`src/rtl/rail_fault_pkg.sv`:
```
package rail_fault_pkg;

  // Bits needed to hold a count that saturates at lim.
  function automatic int cnt_width(input int lim);
    return (lim < 1) ? 1 : $clog2(lim + 1);
  endfunction

endpackage

```
`src/rtl/dwell_counter.sv`:
```
module dwell_counter
  import rail_fault_pkg::*;
#(
  parameter int LIMIT = 20
) (
  input  logic clk,
  input  logic rst,
  input  logic cond,
  input  logic tick,
  output logic hit,
  output logic full
);
  localparam int W = cnt_width(LIMIT);
  localparam logic [W-1:0] LAST = W'(LIMIT - 1);
  localparam logic [W-1:0] TOP  = W'(LIMIT);

  logic [W-1:0] cnt;

  always_ff @(posedge clk) begin
    if (rst || !cond) cnt <= '0;
    else if (tick && cnt != TOP) cnt <= cnt + 1'b1;
  end

  assign hit  = cond && tick && (cnt == LAST);
  assign full = (cnt == TOP);

  assert_cnt_restart_R4: assert property (@(posedge clk) disable iff (rst)
    !cond |=> (cnt == '0));
  assert_cnt_bound_R8: assert property (@(posedge clk) disable iff (rst)
    cnt <= TOP);
endmodule

```
`src/rtl/rail_channel.sv`:
```
module rail_channel #(
  parameter int ILIM_TICKS = 20,
  parameter int SC_TICKS   = 1000,
  parameter int OVL_TICKS  = 1000
) (
  input  logic clk,
  input  logic rst,
  input  logic tick,
  input  logic kill,
  input  logic en_set,
  input  logic en_clr,
  input  logic ilim,
  input  logic vlow,
  output logic ch_en,
  output logic ilim_evt,
  output logic sc_evt,
  output logic off_cmd
);
  logic ilim_hit, ilim_full;
  logic win_hit, win_done;
  logic ovl_hit, ovl_full;
  logic short_now, fault_now;

  dwell_counter #(.LIMIT(ILIM_TICKS)) u_ilim (
    .clk(clk), .rst(rst), .cond(ch_en && ilim), .tick(tick),
    .hit(ilim_hit), .full(ilim_full));

  dwell_counter #(.LIMIT(SC_TICKS)) u_window (
    .clk(clk), .rst(rst), .cond(ch_en), .tick(tick),
    .hit(win_hit), .full(win_done));

  dwell_counter #(.LIMIT(OVL_TICKS)) u_ovl (
    .clk(clk), .rst(rst), .cond(ch_en && win_done && vlow), .tick(tick),
    .hit(ovl_hit), .full(ovl_full));

  assign short_now = win_hit && vlow;
  assign fault_now = short_now || ovl_hit;

  always_ff @(posedge clk) begin
    if (rst) begin
      ch_en    <= 1'b0;
      ilim_evt <= 1'b0;
      sc_evt   <= 1'b0;
      off_cmd  <= 1'b0;
    end else begin
      ilim_evt <= ilim_hit && !kill;
      sc_evt   <= 1'b0;
      off_cmd  <= 1'b0;
      if (kill) begin
        off_cmd <= ch_en;
        ch_en   <= 1'b0;
      end else if (ch_en && fault_now) begin
        sc_evt  <= 1'b1;
        off_cmd <= 1'b1;
        ch_en   <= 1'b0;
      end else if (en_clr) begin
        ch_en <= 1'b0;
      end else if (en_set) begin
        ch_en <= 1'b1;
      end
    end
  end

  assert_ilim_single_R3: assert property (@(posedge clk) disable iff (rst)
    ilim_evt |=> !ilim_evt);
  assert_fault_drops_R6: assert property (@(posedge clk) disable iff (rst)
    sc_evt |-> (off_cmd && !ch_en));
  assert_off_means_down_R5: assert property (@(posedge clk) disable iff (rst)
    off_cmd |-> !ch_en);
  assert_enable_by_request_R2: assert property (@(posedge clk) disable iff (rst)
    $rose(ch_en) |-> $past(en_set));
endmodule

```
`src/rtl/rail_fault_supervisor.sv`:
```
module rail_fault_supervisor #(
  parameter int NUM_CH     = 4,
  parameter int ILIM_TICKS = 20,
  parameter int SC_TICKS   = 1000,
  parameter int OVL_TICKS  = 1000
) (
  input  logic              clk,
  input  logic              rst,
  input  logic              tick,
  input  logic [NUM_CH-1:0] en_set,
  input  logic [NUM_CH-1:0] en_clr,
  input  logic [NUM_CH-1:0] ilim_act,
  input  logic [NUM_CH-1:0] vout_low,
  input  logic              die_hot,
  output logic [NUM_CH-1:0] ch_en,
  output logic [NUM_CH-1:0] ilim_evt,
  output logic [NUM_CH-1:0] sc_evt,
  output logic [NUM_CH-1:0] off_cmd,
  output logic              therm_evt
);
  logic hot_q;

  always_ff @(posedge clk) begin
    if (rst) begin
      hot_q     <= 1'b0;
      therm_evt <= 1'b0;
    end else begin
      hot_q     <= die_hot;
      therm_evt <= die_hot && !hot_q;
    end
  end

  for (genvar i = 0; i < NUM_CH; i++) begin : g_ch
    rail_channel #(
      .ILIM_TICKS(ILIM_TICKS), .SC_TICKS(SC_TICKS), .OVL_TICKS(OVL_TICKS)
    ) u_ch (
      .clk(clk), .rst(rst), .tick(tick), .kill(die_hot),
      .en_set(en_set[i]), .en_clr(en_clr[i]),
      .ilim(ilim_act[i]), .vlow(vout_low[i]),
      .ch_en(ch_en[i]), .ilim_evt(ilim_evt[i]),
      .sc_evt(sc_evt[i]), .off_cmd(off_cmd[i]));
  end

  assert_thermal_all_off_R9: assert property (@(posedge clk) disable iff (rst)
    die_hot |=> (ch_en == '0));
  assert_thermal_single_R9: assert property (@(posedge clk) disable iff (rst)
    therm_evt |=> !therm_evt);
endmodule

```
`config.mk`:
```
export PLATFORM = sky130hd
export DESIGN_NAME = rail_fault_supervisor
export DESIGN_NICKNAME = d
export VERILOG_FILES = /design/src/rtl/rail_fault_pkg.sv /design/src/rtl/dwell_counter.sv /design/src/rtl/rail_channel.sv /design/src/rtl/rail_fault_supervisor.sv
export SDC_FILE = /design/constraint.sdc
export NUM_CORES = 1
export LEC_CHECK = 0
export BUFFER_PORTS_ARGS = -buffer_cell sky130_fd_sc_hd__buf_2
export CORE_ASPECT_RATIO = 0.5
export CORE_MARGIN = 5
export CORE_UTILIZATION = 60
export CTS_CLUSTER_SIZE = 24
export DETAILED_ROUTE_END_ITERATION = 10
export PLACE_DENSITY_LB_ADDON = 0.08
export SYNTH_ARGS = -nofsm -noshare
export SYNTH_HDL_FRONTEND = slang
export SYNTH_SLANG_ARGS = --single-unit
```
`constraint.sdc`:
```
create_clock -name clk -period 2.8 [get_ports clk]
set_input_delay 0.28 -clock clk [delete_from_list [all_inputs] [get_ports clk]]
set_output_delay 0.28 -clock clk [all_outputs]
set_load 0.02 [all_outputs]
```
==> Word level (Yosys, flattened, before mapping) <==
Cells that the tools add are included.
{ "totals": {"word_cells": 174, "regBits": 118, "ram_bits": 0, "memories": 0, "inputBits": 20, "output_inout_bits": 17, "latchBits": 0, "rom_bits": 0} }
{ "classes": {"order_cmp": 0, "div_mod_pow": 0, "n_eq_ne": 28, "add_sub_neg": 12, "multipliers": 0, "reduce_logical": 96, "n_bitwise": 0, "muxes": 8, "shifts": 0} }
{ "ops": {"columns": ["cell", "n"], "rows": [
  ["$eq 10x10->1 const B", 12],
  ["$add 10x1->10 const B", 8],
  ["$ne 10x10->1 const B", 8],
  ["$logic_and 1x1->1", 61],
  ["$add 5x1->5 const B", 4],
  ["$eq 5x5->1 const B", 4],
  ["$ne 5x5->1 const B", 4],
  ["$logic_or 1x1->1", 16],
  ["$reduce_or 4->1", 4],
  ["$logic_not 1->1", 14],
  ["$mux 1", 8],
  ["$reduce_or 2->1", 1]
]} }

==> Depth between registers and ports, before layout <==
{ "depth": {"word_depth": 9, "mapped_depth": 6, "mapped_depth_nobuf": 6} }

==> Modules after synthesis <==
From an unflattened synthesis, not the netlist that was laid out.
{ "unflattened": {"cells_unflattened": 724, "hier_area_um2": 6520.0} }
{ "modules_own_cells": {"columns": ["mod", "area_per_inst_um2", "seq_area_each_um2", "cells_each", "instances"], "rows": [
  ["dwell_counter (g_ch[0].u_ch.u_ovl ...)", 593.1, 200.2, 67, 8],
  ["dwell_counter (g_ch[0].u_ch.u_ilim ...)", 272.8, 100.1, 32, 4],
  ["rail_channel", 156.4, 80.1, 14, 4],
  ["rail_fault_supervisor", 58.8, 40.0, 4, 1]
]} }

==> Worst setup path after synthesis <==
No wires, ideal clock.
{ "synth_timing": {"kind": "flip-flop to flip-flop", "startpoint": "register g_ch[2].u_ch.u_window.cnt[6]", "endpoint": "register g_ch[2].u_ch.u_ovl.cnt[2]", "period_less_slack_ns": 1.617, "arrival_ns": 1.551, "path_buffers": 1, "setup_time_ns": 0.066, "path_stages_with_launch": 6, "t_required_ns": 2.734, "slack_ns": 1.183, "path_cell_list": "dfxtp_1 -> nand4_2 -> or4_1 -> or3_1 -> buf_6 -> a21oi_2"} }
{ "synth_via": {"elab_chain_cells": 5} }
{ "synth_rtl": {"columns": ["element", "line", "text"], "rows": [
  ["start, declared", "dwell_counter.sv:17", "logic [W-1:0] cnt;"],
  ["start signal, assigned", "dwell_counter.sv:21", "else if (tick && cnt != TOP) cnt <= cnt + 1'b1;"],
  ["$eq 10x10->1", "dwell_counter.sv:25", "assign full = (cnt == TOP);"],
  ["$logic_and 1x1->1 (2 in series)", "rail_channel.sv:33", ".clk(clk), .rst(rst), .cond(ch_en && win_done && vlow), .tick(tick),"],
  ["$logic_not 1->1", "dwell_counter.sv:20", "if (rst || !cond) cnt <= '0;"],
  ["$logic_or 1x1->1", "dwell_counter.sv:20", null],
  ["end signal, assigned", "dwell_counter.sv:21", null],
  ["end, declared", "dwell_counter.sv:17", null]
]} }
Every way passes these cells.
A chain may end at the register's enable or synchronous reset.

==> Worst setup path after layout <==
{ "layout_timing": {"startpoint": "register g_ch[2].u_ch.u_window.cnt[5]", "endpoint": "register g_ch[2].u_ch.u_ovl.cnt[2]"} }
Same word-level chain as after synthesis.

==> flow_summary.rst <==
.. list-table::
   :header-rows: 1

   * - Metric
     - Value
   * - Result of the run
     - finished, final reports clean
   * - Max frequency
     - 0.544 GHz
   * - Grt total ovfl
     - 0
   * - Synth warn
     - 0
   * - Fin crit share
     - 65.7%
   * - Worst slew slack as a fraction of its limit
     - 45.6%
   * - H-tree depth reported by CTS
     - 4
   * - Critical path class
     - reg -> reg
   * - Clock-pin slew reported for the worst setup and hold paths after clock tree synthesis
     - 0.05 ns
   * - Die Height
     - 78.1 um
   * - Drt total wl
     - 11000 um
   * - Synthesized-area fraction occupied by ao, oa, aoi and oai cells
     - 5.57%
   * - Postcts setup bufs
     - 0
   * - Share of the yosys chip area belonging to registers
     - 42.4%
   * - Met2 Track Usage GR
     - 32.9%
   * - RD Place Congestion
     - 0.812
   * - Quantity of I/O buffers inserted on ports
     - 36
   * - Area growth syn-to-layout
     - 13.3%
   * - Maximum fanout encountered on the critical timing path
     - 10
   * - Fill cell total of the finished layout
     - 683
   * - Post-synthesis instance total
     - 647
   * - Hold crit path type
     - in -> reg
   * - Routed via count
     - 4410
   * - Hold bufs inserted after CTS
     - 0
   * - Power density over cell area
     - 616 nW/um^2
   * - Area fraction in and, or, nand and nor cells after synthesis
     - 27.8%
   * - Number of sinks handled by clock tree synthesis
     - 118
   * - Kind of end point of the critical path
     - register
   * - Post-synthesis share of cell area spent on full adders, half adders and majority gates
     - 5.39%
   * - Detail Placement HPWL
     - 7440 um
   * - Type of origin of the critical path
     - register
   * - Fraction of met3 tracks used by global routing
     - 6.56%
   * - Drt via density
     - 5.53
   * - Number of distinct library cells after synthesis
     - 44
   * - R2R setup slack
     - 0.96 ns
   * - Via count of the first global-routing pass
     - 4237
   * - Top Ports
     - 37
   * - Final antenna-violating net count
     - 0
   * - Met1 demand-to-capacity share in global routing
     - 26.1%
   * - Internal Dissipation
     - 3120 uW
   * - Proportion of layout cells with a drive suffix above 1
     - 10.1%
   * - Quantity of gates resized following cts
     - 0
   * - Largest net degree at the start of global routing
     - 33
   * - Sequential share of power
     - 43.5%
   * - Tightest hold margin
     - 0.0239 ns
   * - Number of synthesized register bits
     - 118
   * - Grt peak-use layer
     - met2
   * - Number of cells on the worst reg-to-reg path
     - 4
   * - Count of final max-slew check failures
     - 0
   * - Largest family of logic cells by synthesized area
     - simple AND/OR/NAND/NOR gates
   * - Total global-route track usage
     - 20.4%
   * - Count of inserted antenna diode cells
     - 0
   * - Net Sw Power
     - 763 uW
   * - Standby leakage power
     - 0.00212 uW
   * - Total negative slack
     - 0 ns
   * - Final setup fails
     - 0
   * - Portion of total power attributed to combinational logic
     - 2.3%
   * - Net count after synthesis
     - 691
   * - Post-detailed-route wirelength per cell
     - 13.8 um
   * - Placeable core area
     - 8890 sq um
   * - Count of unresolved DRC violations after routing
     - 0
   * - Clock Path Buffers
     - 2
   * - CTS tree
     - done
   * - Area of the multi-input gates
     - 2890 sq um
   * - Worst ir drop on vdd
     - 0.390 mV
   * - Starting DRC count in detailed routing
     - 248
   * - Launching element of the worst setup path
     - g_ch[2].u_ch.u_window.cnt[5]
   * - CTS Buf Count
     - 17
   * - Total standard cell area after synthesis
     - 5570 sq um
   * - Capture point of the worst reg-to-reg path
     - g_ch[2].u_ch.u_ovl.cnt[2]
   * - Number of max-capacitance violations reported
     - 0
   * - Die outline area
     - 11400 sq um
   * - Multiplexer share of the synthesized area
     - 1.26%
   * - Sequential cell area
     - 2360 sq um
   * - Antenna violations before repair
     - 0
   * - Wire length of the first global-routing pass
     - 19200 um
   * - Count of flip-flops with a built-in enable after synthesis
     - 0
   * - Number of nets in the layout
     - 716
   * - CTS Root Cell
     - sky130_fd_sc_hd__clkbuf_16
   * - Setup skew after layout
     - 0.00696 ns
   * - Data required time of the worst path
     - 3.14 ns
   * - Critical path data arrival time
     - 2.18 ns
   * - Fraction of registers with async set or reset after synthesis
     - 0%
   * - RSZ-0062 raised after global routing
     - false
   * - Final critical delay including setup and external delays
     - 1.84 ns
   * - Clock network fraction of total power
     - 54.2%
   * - Mean post-synth cell area
     - 8.61 sq um
   * - Parity-gate share of the synthesized area counting xor and xnor cells
     - 11.8%
   * - Row count
     - 24
   * - Most frequently used flop master after synthesis
     - sky130_fd_sc_hd__dfxtp_1
   * - Die width
     - 146 um
   * - Clock insertion delay at the later pin of the skew report
     - 0.41 ns
   * - Detailed-routing iteration count for the pre-antenna-repair pass
     - 4
   * - Starting density of the core
     - 62.7%
   * - Switching part of the total power
     - 19.6%
   * - Slew at the pin with the worst max-slew slack
     - 0.806 ns
   * - Launch point of the worst reg-to-reg path
     - g_ch[2].u_ch.u_window.cnt[5]
   * - Crit path to
     - g_ch[2].u_ch.u_ovl.cnt[2]
   * - Hold violation total from the final report
     - 0
## registers in the layout (all words and copies together), names as in the netlist, 4 cells and up
signal	cells
g_ch.u_ch.ilim_evt	4
g_ch.u_ch.ch_en	4
g_ch.u_ch.u_ovl.cnt	40
g_ch.u_ch.u_ilim.cnt	20
g_ch.u_ch.sc_evt	4
g_ch.u_ch.u_window.cnt	40
g_ch.u_ch.off_cmd	4
## per-stage QoR
stage | util, % | worst slack, ns | cell area [sq um] | std cells | total power, uW
finish | 71.0 | 0.962 | 6310 | 798 | 3890
floorplan | - | 1.18 | 5570 | 647 | 1780
global route | 71.0 | 0.859 | 6310 | 798 | 4030
global placement | 64.6 | 1.04 | 5740 | 770 | 1810
CTS | 71.0 | 0.969 | 6310 | 798 | 3920
detailed placement | 64.6 | 0.986 | 5740 | 770 | 1810
## cells by family after synthesis
| kind of cell | count (synthesis) |
|---|---|
| and+or+nand+nor | 304 |
| DFF | 118 |
| xor gates and xnor gates | 75 |
| buffers and inverters | 67 |
| AOI/OAI and AO/OA | 52 |
| adders and majority gates | 24 |
| muxes | 7 |
## how the worst min path moves through the flow
stage | start | to | slack [ns] | cells after the start
after floorplan | en_clr[1] | g_ch[1].u_ch.ch_en | 0.35 | 1
after global placement | hot_q | therm_evt | 0.38 | 1
after detailed placement | hot_q | therm_evt | 0.37 | 1
after CTS | en_clr[0] | g_ch[0].u_ch.ch_en | 0.009 | 2
after global routing | en_clr[0] | g_ch[0].u_ch.ch_en | 0.003 | 2
final | en_clr[0] | g_ch[0].u_ch.ch_en | 0.02 | 2
## critical path, cell delays in order, from the launching register on
cell	delay [ns]
sky130_fd_sc_hd__dfxtp_1	0.41
sky130_fd_sc_hd__nand4_2	0.13
sky130_fd_sc_hd__or4_1	0.51
sky130_fd_sc_hd__or3_1	0.55
sky130_fd_sc_hd__a21oi_2	0.17
## layout by cell type (no fill, tap or decap), types with 5 or more instances in the layout
master                      instances
sky130_fd_sc_hd__clkbuf_16         17
sky130_fd_sc_hd__nand2_1           48
sky130_fd_sc_hd__ha_1              24
sky130_fd_sc_hd__or3_1              6
sky130_fd_sc_hd__clkbuf_8           5
sky130_fd_sc_hd__dfxtp_1          118
sky130_fd_sc_hd__nor4_1             5
sky130_fd_sc_hd__and3_1             6
sky130_fd_sc_hd__nand2b_1           8
sky130_fd_sc_hd__and2_1             5
sky130_fd_sc_hd__inv_1             34
sky130_fd_sc_hd__nand3b_1           6
sky130_fd_sc_hd__buf_2             36
sky130_fd_sc_hd__xnor2_1           39
sky130_fd_sc_hd__a21oi_1           20
sky130_fd_sc_hd__nand4b_1          14
sky130_fd_sc_hd__xor2_1            36
sky130_fd_sc_hd__nand4_1           35
sky130_fd_sc_hd__nor4b_1            5
sky130_fd_sc_hd__mux2i_1            7
sky130_fd_sc_hd__nand3_1           27
sky130_fd_sc_hd__o21ai_0           15
sky130_fd_sc_hd__o41ai_1            5
sky130_fd_sc_hd__nor2_1            98
sky130_fd_sc_hd__nor3_1            28
## synth_stat cells, drive strengths merged, types with 6 or more instances
master | instances | area, sq um
a21oi | 21 | 109
and3 | 6 | 37.5
buf | 22 | 151
clkbuf | 11 | 41.3
dfxtp | 118 | 2360
ha | 24 | 300
inv | 34 | 128
mux2i | 7 | 70.1
nand2 | 48 | 180
nand2b | 8 | 50.1
nand3 | 27 | 135
nand3b | 6 | 45.0
nand4 | 36 | 231
nand4b | 14 | 123
nor2 | 98 | 368
nor3 | 28 | 140
o21ai | 16 | 80.1
or3 | 6 | 37.5
xnor2 | 39 | 342
xor2 | 36 | 315
## layer usage
| layer | up-vias | routed length, um |
|---|---|---|
| met2 | 85 | 4930 |
| met5 | - | 0 |
| li1 | 2256 | - |
| met1 | 2054 | 5500 |
| met4 | 0 | 107 |
| met3 | 15 | 493 |
## final cells by class
| class | instances | area share, % |
|---|---|---|
| Multi-Input combinational cell | 462 | 45.8 |
| Inverter | 34 | 2.02 |
| Sequential cell | 118 | 37.4 |
| Clock buffer | 24 | 7.95 |
| Timing Repair Buffer | 39 | 3.41 |
| Tap cell | 117 | 2.32 |
| Clock inverter | 4 | 1.11 |
## power groups by stage
stage	Combinational, uW	Clock, uW	Sequential [uW]
floorplan	53.5	0	1720
global placement	87.7	0	1730
detailed placement	87.7	0	1730
CTS	88.7	2140	1690
global route	97.0	2240	1690
finish	88.8	2110	1690
(Power assumes the default switching activity.)
